### src/rtl/twi_reg_pkg.sv
package twi_reg_pkg;

  localparam int REG_W = 32;

  // word indices; the host offset is index * 4
  localparam int IDX_CLK_STD = 0;
  localparam int IDX_CLK_HS  = 1;
  localparam int IDX_CFG     = 2;
  localparam int IDX_CMD     = 3;
  localparam int IDX_TARGET  = 4;
  localparam int IDX_DAT_LO  = 5;
  localparam int IDX_DAT_HI  = 6;
  localparam int IDX_STS     = 7;
  localparam int IDX_MSK     = 8;
  localparam int IDX_BUSY    = 9;

  localparam int STS_W = 5;
  localparam int ERR_W = 4;

  // writable bit masks per register
  localparam logic [15:0] CLK_MASK = 16'hF3FF;
  localparam logic [15:0] CFG_MASK = 16'hFFF3;
  localparam logic [9:0]  CMD_MASK = 10'h377;

  // one-hot-ish strobes from control to datapath
  typedef struct packed {
    logic wrClkStd;
    logic wrClkHs;
    logic wrCfg;
    logic wrCmd;
    logic wrTarget;
    logic wrDatLo;
    logic wrDatHi;
    logic wrMask;
    logic stsClr;
    logic doneEvt;
    logic loadRx;
    logic rdOk;
  } regStb_t;

endpackage

### src/rtl/twi_reg_ctrl.sv
module twi_reg_ctrl
  import twi_reg_pkg::*;
#(
  parameter int ADDR_W = 8
) (
  input  logic              clk,
  input  logic              rstN,
  input  logic              hostSel,
  input  logic              hostWrite,
  input  logic [ADDR_W-1:0] hostAddr,
  input  logic [1:0]        cmdType,
  input  logic              engDone,
  output regStb_t           stb,
  output logic              busy,
  output logic              engStart
);

  localparam int IDX_W = ADDR_W - 2;

  logic [IDX_W-1:0] wordIdx;
  logic             aligned;
  logic             wrEn;
  logic             cmdAccept;
  logic             doneEvt;
  logic             busyQ;
  logic             startQ;

  assign wordIdx = hostAddr[ADDR_W-1:2];
  assign aligned = (hostAddr[1:0] == 2'b00);
  assign wrEn    = hostSel && hostWrite && aligned;

  assign cmdAccept = wrEn && (wordIdx == IDX_W'(IDX_CMD)) && !busyQ;
  assign doneEvt   = engDone && busyQ;

  always_comb begin
    stb          = '0;
    stb.wrClkStd = wrEn && (wordIdx == IDX_W'(IDX_CLK_STD));
    stb.wrClkHs  = wrEn && (wordIdx == IDX_W'(IDX_CLK_HS));
    stb.wrCfg    = wrEn && (wordIdx == IDX_W'(IDX_CFG));
    stb.wrCmd    = cmdAccept;
    stb.wrTarget = wrEn && (wordIdx == IDX_W'(IDX_TARGET));
    stb.wrDatLo  = wrEn && (wordIdx == IDX_W'(IDX_DAT_LO));
    stb.wrDatHi  = wrEn && (wordIdx == IDX_W'(IDX_DAT_HI));
    stb.wrMask   = wrEn && (wordIdx == IDX_W'(IDX_MSK));
    stb.stsClr   = wrEn && (wordIdx == IDX_W'(IDX_STS));
    stb.doneEvt  = doneEvt;
    stb.loadRx   = doneEvt && ((cmdType == 2'd1) || (cmdType == 2'd2));
    stb.rdOk     = hostSel && !hostWrite && aligned;
  end

  always_ff @(posedge clk or negedge rstN) begin
    if (!rstN) begin
      busyQ  <= 1'b0;
      startQ <= 1'b0;
    end else begin
      startQ <= cmdAccept;
      if (cmdAccept) busyQ <= 1'b1;
      else if (doneEvt) busyQ <= 1'b0;
    end
  end

  assign busy     = busyQ;
  assign engStart = startQ;

  // a launch pulse only follows an idle cycle and always leaves busy set
  a_r5_start_from_idle: assert property (@(posedge clk) disable iff (!rstN)
    engStart |-> (busyQ && !$past(busyQ)));

  // launch pulse lasts one cycle
  a_r5_single_pulse: assert property (@(posedge clk) disable iff (!rstN)
    engStart |=> !engStart);

  // accepted completion ends the transfer
  a_r7_done_clears_busy: assert property (@(posedge clk) disable iff (!rstN)
    (busyQ && engDone) |=> !busyQ);

endmodule

### src/rtl/twi_reg_dp.sv
module twi_reg_dp
  import twi_reg_pkg::*;
#(
  parameter int          ADDR_W     = 8,
  parameter logic [3:0]  FILT_RST   = 4'd3,
  parameter logic [9:0]  DIV_RST    = 10'h01F,
  parameter logic [3:0]  ARBF_RST   = 4'd3,
  parameter logic [3:0]  NACK_RST   = 4'd3,
  parameter logic        ARB_EN_RST = 1'b1
) (
  input  logic              clk,
  input  logic              rstN,
  input  regStb_t           stb,
  input  logic [ADDR_W-1:0] hostAddr,
  input  logic [REG_W-1:0]  hostWdata,
  input  logic              busyIn,
  input  logic [ERR_W-1:0]  engErr,
  input  logic [63:0]       engRxData,
  output logic [REG_W-1:0]  hostRdata,
  output logic [1:0]        cmdType,
  output logic [2:0]        engWrCount,
  output logic [2:0]        engRdCount,
  output logic [9:0]        engTarget,
  output logic [63:0]       engTxData,
  output logic [15:0]       engClkStd,
  output logic [15:0]       engClkHs,
  output logic [15:0]       engCfg,
  output logic              irq
);

  localparam int          IDX_W   = ADDR_W - 2;
  localparam logic [15:0] CLK_RST = {FILT_RST, 2'b00, DIV_RST};
  localparam logic [15:0] CFG_RST = {ARBF_RST, NACK_RST, 1'b0, 3'b000, 2'b00, ARB_EN_RST, 1'b0};

  logic [IDX_W-1:0] wordIdx;
  logic [15:0]      clkQ [2];
  logic [1:0]       clkWr;
  logic [15:0]      cfgQ;
  logic [9:0]       cmdQ;
  logic [9:0]       targetQ;
  logic [31:0]      datQ [2];
  logic [1:0]       datWr;
  logic [STS_W-1:0] stsQ;
  logic [STS_W-1:0] stsD;
  logic [STS_W-1:0] mskQ;

  assign wordIdx = hostAddr[ADDR_W-1:2];
  assign clkWr   = {stb.wrClkHs, stb.wrClkStd};
  assign datWr   = {stb.wrDatHi, stb.wrDatLo};

  // two clock-setting words share one shape
  for (genvar g = 0; g < 2; g++) begin : gClk
    always_ff @(posedge clk or negedge rstN) begin
      if (!rstN) clkQ[g] <= CLK_RST;
      else if (clkWr[g]) clkQ[g] <= hostWdata[15:0] & CLK_MASK;
    end
  end

  // two data words: completion data wins over a host write
  for (genvar g = 0; g < 2; g++) begin : gDat
    always_ff @(posedge clk or negedge rstN) begin
      if (!rstN) datQ[g] <= '0;
      else if (stb.loadRx) datQ[g] <= engRxData[32*g +: 32];
      else if (datWr[g]) datQ[g] <= hostWdata;
    end
  end

  always_ff @(posedge clk or negedge rstN) begin
    if (!rstN) begin
      cfgQ    <= CFG_RST;
      cmdQ    <= '0;
      targetQ <= '0;
      mskQ    <= '0;
    end else begin
      if (stb.wrCfg)    cfgQ    <= hostWdata[15:0] & CFG_MASK;
      if (stb.wrCmd)    cmdQ    <= hostWdata[9:0] & CMD_MASK;
      if (stb.wrTarget) targetQ <= hostWdata[9:0];
      if (stb.wrMask)   mskQ    <= hostWdata[STS_W-1:0];
    end
  end

  // sticky status: clear by ones, completion sets after the clear
  always_comb begin
    stsD = stsQ;
    if (stb.stsClr)  stsD = stsD & ~hostWdata[STS_W-1:0];
    if (stb.doneEvt) stsD = stsD | {engErr, 1'b1};
  end

  always_ff @(posedge clk or negedge rstN) begin
    if (!rstN) stsQ <= '0;
    else       stsQ <= stsD;
  end

  always_comb begin
    hostRdata = '0;
    if (stb.rdOk) begin
      case (wordIdx)
        IDX_W'(IDX_CLK_STD): hostRdata = {16'h0, clkQ[0]};
        IDX_W'(IDX_CLK_HS):  hostRdata = {16'h0, clkQ[1]};
        IDX_W'(IDX_CFG):     hostRdata = {16'h0, cfgQ};
        IDX_W'(IDX_CMD):     hostRdata = {22'h0, cmdQ};
        IDX_W'(IDX_TARGET):  hostRdata = {22'h0, targetQ};
        IDX_W'(IDX_DAT_LO):  hostRdata = datQ[0];
        IDX_W'(IDX_DAT_HI):  hostRdata = datQ[1];
        IDX_W'(IDX_STS):     hostRdata = {27'h0, stsQ};
        IDX_W'(IDX_MSK):     hostRdata = {27'h0, mskQ};
        IDX_W'(IDX_BUSY):    hostRdata = {31'h0, busyIn};
        default:             hostRdata = '0;
      endcase
    end
  end

  assign cmdType    = cmdQ[9:8];
  assign engWrCount = cmdQ[6:4];
  assign engRdCount = cmdQ[2:0];
  assign engTarget  = targetQ;
  assign engTxData  = {datQ[1], datQ[0]};
  assign engClkStd  = clkQ[0];
  assign engClkHs   = clkQ[1];
  assign engCfg     = cfgQ;
  assign irq        = |(stsQ & mskQ);

  // without a clearing write no status bit falls
  a_r4_sticky: assert property (@(posedge clk) disable iff (!rstN)
    !$past(stb.stsClr) |-> ((stsQ & $past(stsQ)) == $past(stsQ)));

  // an error cause never appears without done beside it
  a_r7_err_with_done: assert property (@(posedge clk) disable iff (!rstN)
    (|(stsQ[STS_W-1:1] & ~$past(stsQ[STS_W-1:1]))) |-> stsQ[0]);

  // the command word holds while a transfer is pending
  a_r6_cmd_hold: assert property (@(posedge clk) disable iff (!rstN)
    busyIn |=> $stable(cmdQ));

  // write-only completions leave the data words alone
  a_r8_no_rx_on_write: assert property (@(posedge clk) disable iff (!rstN)
    ($past(stb.doneEvt) && ($past(cmdType) == 2'd0) && !$past(stb.wrDatLo)) |-> $stable(datQ[0]));

endmodule

### src/rtl/twi_reg_block.sv
module twi_reg_block
  import twi_reg_pkg::*;
#(
  parameter int ADDR_W = 8
) (
  input  logic              clk,
  input  logic              rstN,
  input  logic              hostSel,
  input  logic              hostWrite,
  input  logic [ADDR_W-1:0] hostAddr,
  input  logic [31:0]       hostWdata,
  output logic [31:0]       hostRdata,
  output logic              engStart,
  output logic [1:0]        engXferType,
  output logic [2:0]        engWrCount,
  output logic [2:0]        engRdCount,
  output logic [9:0]        engTarget,
  output logic [63:0]       engTxData,
  output logic [15:0]       engClkStd,
  output logic [15:0]       engClkHs,
  output logic [15:0]       engCfg,
  input  logic              engDone,
  input  logic [3:0]        engErr,
  input  logic [63:0]       engRxData,
  output logic              irq
);

  regStb_t    stb;
  logic       busy;
  logic [1:0] cmdType;

  twi_reg_ctrl #(.ADDR_W(ADDR_W)) u_ctrl (
    .clk       (clk),
    .rstN      (rstN),
    .hostSel   (hostSel),
    .hostWrite (hostWrite),
    .hostAddr  (hostAddr),
    .cmdType   (cmdType),
    .engDone   (engDone),
    .stb       (stb),
    .busy      (busy),
    .engStart  (engStart)
  );

  twi_reg_dp #(.ADDR_W(ADDR_W)) u_dp (
    .clk        (clk),
    .rstN       (rstN),
    .stb        (stb),
    .hostAddr   (hostAddr),
    .hostWdata  (hostWdata),
    .busyIn     (busy),
    .engErr     (engErr),
    .engRxData  (engRxData),
    .hostRdata  (hostRdata),
    .cmdType    (cmdType),
    .engWrCount (engWrCount),
    .engRdCount (engRdCount),
    .engTarget  (engTarget),
    .engTxData  (engTxData),
    .engClkStd  (engClkStd),
    .engClkHs   (engClkHs),
    .engCfg     (engCfg),
    .irq        (irq)
  );

  assign engXferType = cmdType;

endmodule

### config.mk
export PLATFORM = sky130hd
export DESIGN_NAME = twi_reg_block
export DESIGN_NICKNAME = d
export VERILOG_FILES = /design/src/rtl/twi_reg_pkg.sv /design/src/rtl/twi_reg_ctrl.sv /design/src/rtl/twi_reg_dp.sv /design/src/rtl/twi_reg_block.sv
export SDC_FILE = /design/constraint.sdc
export NUM_CORES = 1
export LEC_CHECK = 0
export BUFFER_PORTS_ARGS = -buffer_cell sky130_fd_sc_hd__buf_4
export CAP_MARGIN = 20
export CORE_ASPECT_RATIO = 0.5
export CORE_MARGIN = 1
export CORE_UTILIZATION = 53
export DETAILED_ROUTE_END_ITERATION = 8
export GPL_ROUTABILITY_DRIVEN = 0
export PLACE_DENSITY = 0.86
export RECOVER_POWER = 50
export SLEW_MARGIN = 40
export SYNTH_ARGS = -nofsm -noshare
export SYNTH_HDL_FRONTEND = slang
export SYNTH_SLANG_ARGS = --single-unit
### constraint.sdc
create_clock -name clk -period 4.5 [get_ports clk]
set_input_delay 0.45 -clock clk [delete_from_list [all_inputs] [get_ports clk]]
set_output_delay 0.45 -clock clk [all_outputs]
set_load 0.1 [all_outputs]
==> impl_results.md <==
- Status: finished, violations left
- Failing checks: max-capacitance violations, max-slew violations
- Setup ws final: 947 ps
- PortBufs: 270
- Final min period: 3550 ps
- Post-synthesis sequential area ratio: 49.9%
- Largest family of logic cells by synthesized area: multiplexers
- Most common cell in the synthesized netlist: dfrtp_1
- Die height: 82.5 um
- Hold EP: u_dp.engTxData[47]
- Slew Limit Headroom: -46.2%
- Number of distinct library cells after synthesis: 44
- Min-delay src: engRxData[47]
- Fmax: 281 MHz
- Synthesized area per cell: 11.3 sq um
- Synth Area in Compound Gates: 11.3%
- DIE AREA: 0.0135 sq mm
- CORE AREA: 0.0122 sq mm
- Wire per inst: 21.3 um
- Clock Tree Buf Depth: 2
- Arrival @ worst endpoint: 3100 ps
- Gr usage total: 33.3%
- Startpoint Class: primary input
- Clock Latency Late Sink: 410 ps
- Worst R2R Start: u_ctrl.busy
- Sink Count: 136
- Largest net degree at the start of global routing: 93
- Max Transition Viols Final: 90
- Fin nets: 972
- Ant diodes: 0
- Worst r2r dst: u_dp.engTxData[30]
- CP max FO: 23
- First-pass GRT wire length: 33.4 mm
- Drt drc: 0
- Number of synthesized flops with an enable pin: 0
- Top FF cell, synth: dfrtp_1
- FF+latch count, synth: 136
- Hold Fails Final Rpt: 0
- Synth warn: 0
- Peak supply drop: 195 uV
- Pre-antenna DRT Iters: 5
- Final ANT Viol Nets: 0
- Post-CTS Setup Bufs: 0
- Final period util: 79.0%
- Post-Synth XOR/XNOR Area: 0.127%
- Boundary pin count: 277
- RSZ-0062 raised after global routing: no
- Clock slew at reported path FFs: 60 ps
- Initial antenna violation count: 0
- Fin Setup TNS: 0 ps
- CTS tree: yes
- Max cap viols: 1
- Worst Reg-to-Reg Cells: 4
- Synthesized cell area: 0.00687 sq mm
- Total Wirelength: 22.1 mm
- DP Wirelength: 14.8 mm
- Endpoints failing setup: 0
- Fin cells: 1,037
- Multiplexer area fraction after synthesis: 25.2%
- Post-synth top area share: 42.6%
- Cell Pwr Density: 350 mW/mm^2
- Simple-Gate Fraction of Synth Area: 9.96%
- Adder-Cell Fraction of Synth Area: 0%
- Post_cts resized: 0
- Setup WS pre-CTS: 1330 ps
- Reg2reg setup slack: 1940 ps
- Initial core utilization: 56.2%
- TritonCTS buffer count: 17
- CTS root buf: clkbuf_16
- Clk_skew: 7.06 ps
- HP Class: primary input to flip-flop
- Synth top cells by count: dfrtp_1 (117), nand2_1 (86), mux2i_1 (71), o21ai_0 (70), mux2_2 (55)
- Vias: 6,120
- Area delta synth->final: 35.7%
- Vias in the first global route: 6,052
- Area contributors post-synth: dfrtp_1 (43%), mux2i_1 (10%), mux2_2 (9.0%)
- Critical path required time: 4050 ps
- Hold Crit Depth: 3
- Chip width: 163 um
- Hold_buf cts: 0
- Initial DRC Count: 590
- Critical Path End Type: primary output
- H-tree lvl count: 4
- Vias/cell: 5.90
- Dpl cells: 1,004
- Share of cells above drive strength 1: 39.0%
- Fraction of registers with async set/reset: 100%
- Fillers: 844
- Measured slew at the worst slew-check pin: 2190 ps
- Crit Path Class: primary input to primary output
- Mapped Cells: 606
- Gr ovfl total: 0
- Cell taking the most area after synthesis: dfrtp_1
- LEAKAGE: 4.75 nW
- Site row count: 28
-- cell type report --
class / count / area [sq um] / share of cell area, %
flip-flops and latches: 136 / 3430 / 36.8
multi-input cells: 424 / 3230 / 34.7
repair buffers: 279 / 1820 / 19.6
clock buffers: 20 / 457 / 4.90
well taps: 165 / 206 / 2.21
clock inverters: 12 / 175 / 1.88
inverters: 1 / 3.75 / 0.0403
-- state kept, by name, indices dropped and copies added (netlist names) --
register and cells:
u_dp.engCfg 14, u_dp.cmdQ 8, u_ctrl.engStart 1, u_dp.engTarget 10, u_dp.stsQ 5, u_dp.engClkHs 14, u_dp.engClkStd 14, u_dp.engTxData 64
u_dp.mskQ 5, u_ctrl.busy 1
-- layer usage --
layer	routed length, um	track usage, %	up-vias	part of all wire (%)
li1	-	-	2691	-
met1	8400	40.1	3044	38
met2	11200	59.3	335	51
met3	1840	7.24	50	8.3
met4	670	13.8	0	3.0
met5	0	0	-	0
-- cells by family (layout without fill, tap and decap cells) --
logic type | count (synthesis) | after routing
other | 1 | 6
XOR/XNOR | 1 | 1
flip-flops | 136 | 136
AND/OR/NAND/NOR | 143 | 143
multiplexers | 147 | 147
buffers and inverters | 51 | 312
AO/OA/AOI/OAI | 127 | 127
-- cells in the final DEF (no fill, tap or decap), types with 2 or more instances in the layout --
cell type / n
a21o_1: 2
a21oi_1: 6
a222oi_1: 4
a22o_1: 4
a22oi_1: 32
a31oi_1: 6
and2_0: 2
and2_1: 5
and3_1: 2
and4_1: 2
buf_4: 202
bufinv_16: 4
clkbuf_1: 75
clkbuf_16: 17
clkbuf_2: 2
clkbuf_8: 2
clkinv_2: 2
clkinvlp_4: 6
conb_1: 6
dfrtp_1: 117
dfstp_2: 19
mux2_2: 55
mux2_4: 10
mux2i_1: 71
mux4_2: 10
nand2_1: 85
nand3_1: 4
nor2_1: 24
nor3_1: 3
nor3_4: 2
o21ai_0: 70
o2bb2ai_1: 3
-- stage by stage --
step	power (W)	hold WS, ps	area (sq um)	util (%)
final	0.00326	240	9330	76.3
after global routing	0.00336	238	9330	76.3
after CTS	0.00329	140	9590	78.4
after detailed placement	0.00182	524	8960	73.3
after global placement	0.00181	506	8960	73.3
after floorplan	0.00163	154	6890	-
-- power breakdown --
group	internal, W	total [W]	switching, W
combinational	0.000125	0.000488	0.000363
clock	0.000955	0.00148	0.000527
sequential	0.00126	0.00129	0.0000326
-- critical path: stages --
cell and delay, ps:
clkbuf_1 160, nor4b_1 370, clkbuf_1 690, and2_2 670, a22oi_1 190, a31oi_1 230
buf_4 320
-- worst max-delay path by stage --
stage	slack, ps	endpoint	from
4_1_cts	1320	hostRdata[14]	hostAddr[5]
3_5_place_dp	1330	hostRdata[14]	hostAddr[5]
3_3_place_gp	1430	hostRdata[15]	hostAddr[5]
6_report	950	hostRdata[13]	hostAddr[5]
5_1_grt	820	hostRdata[14]	hostAddr[5]
2_1_floorplan	710	hostRdata[12]	hostAddr[2]
Power figures use the tool's default switching activity.
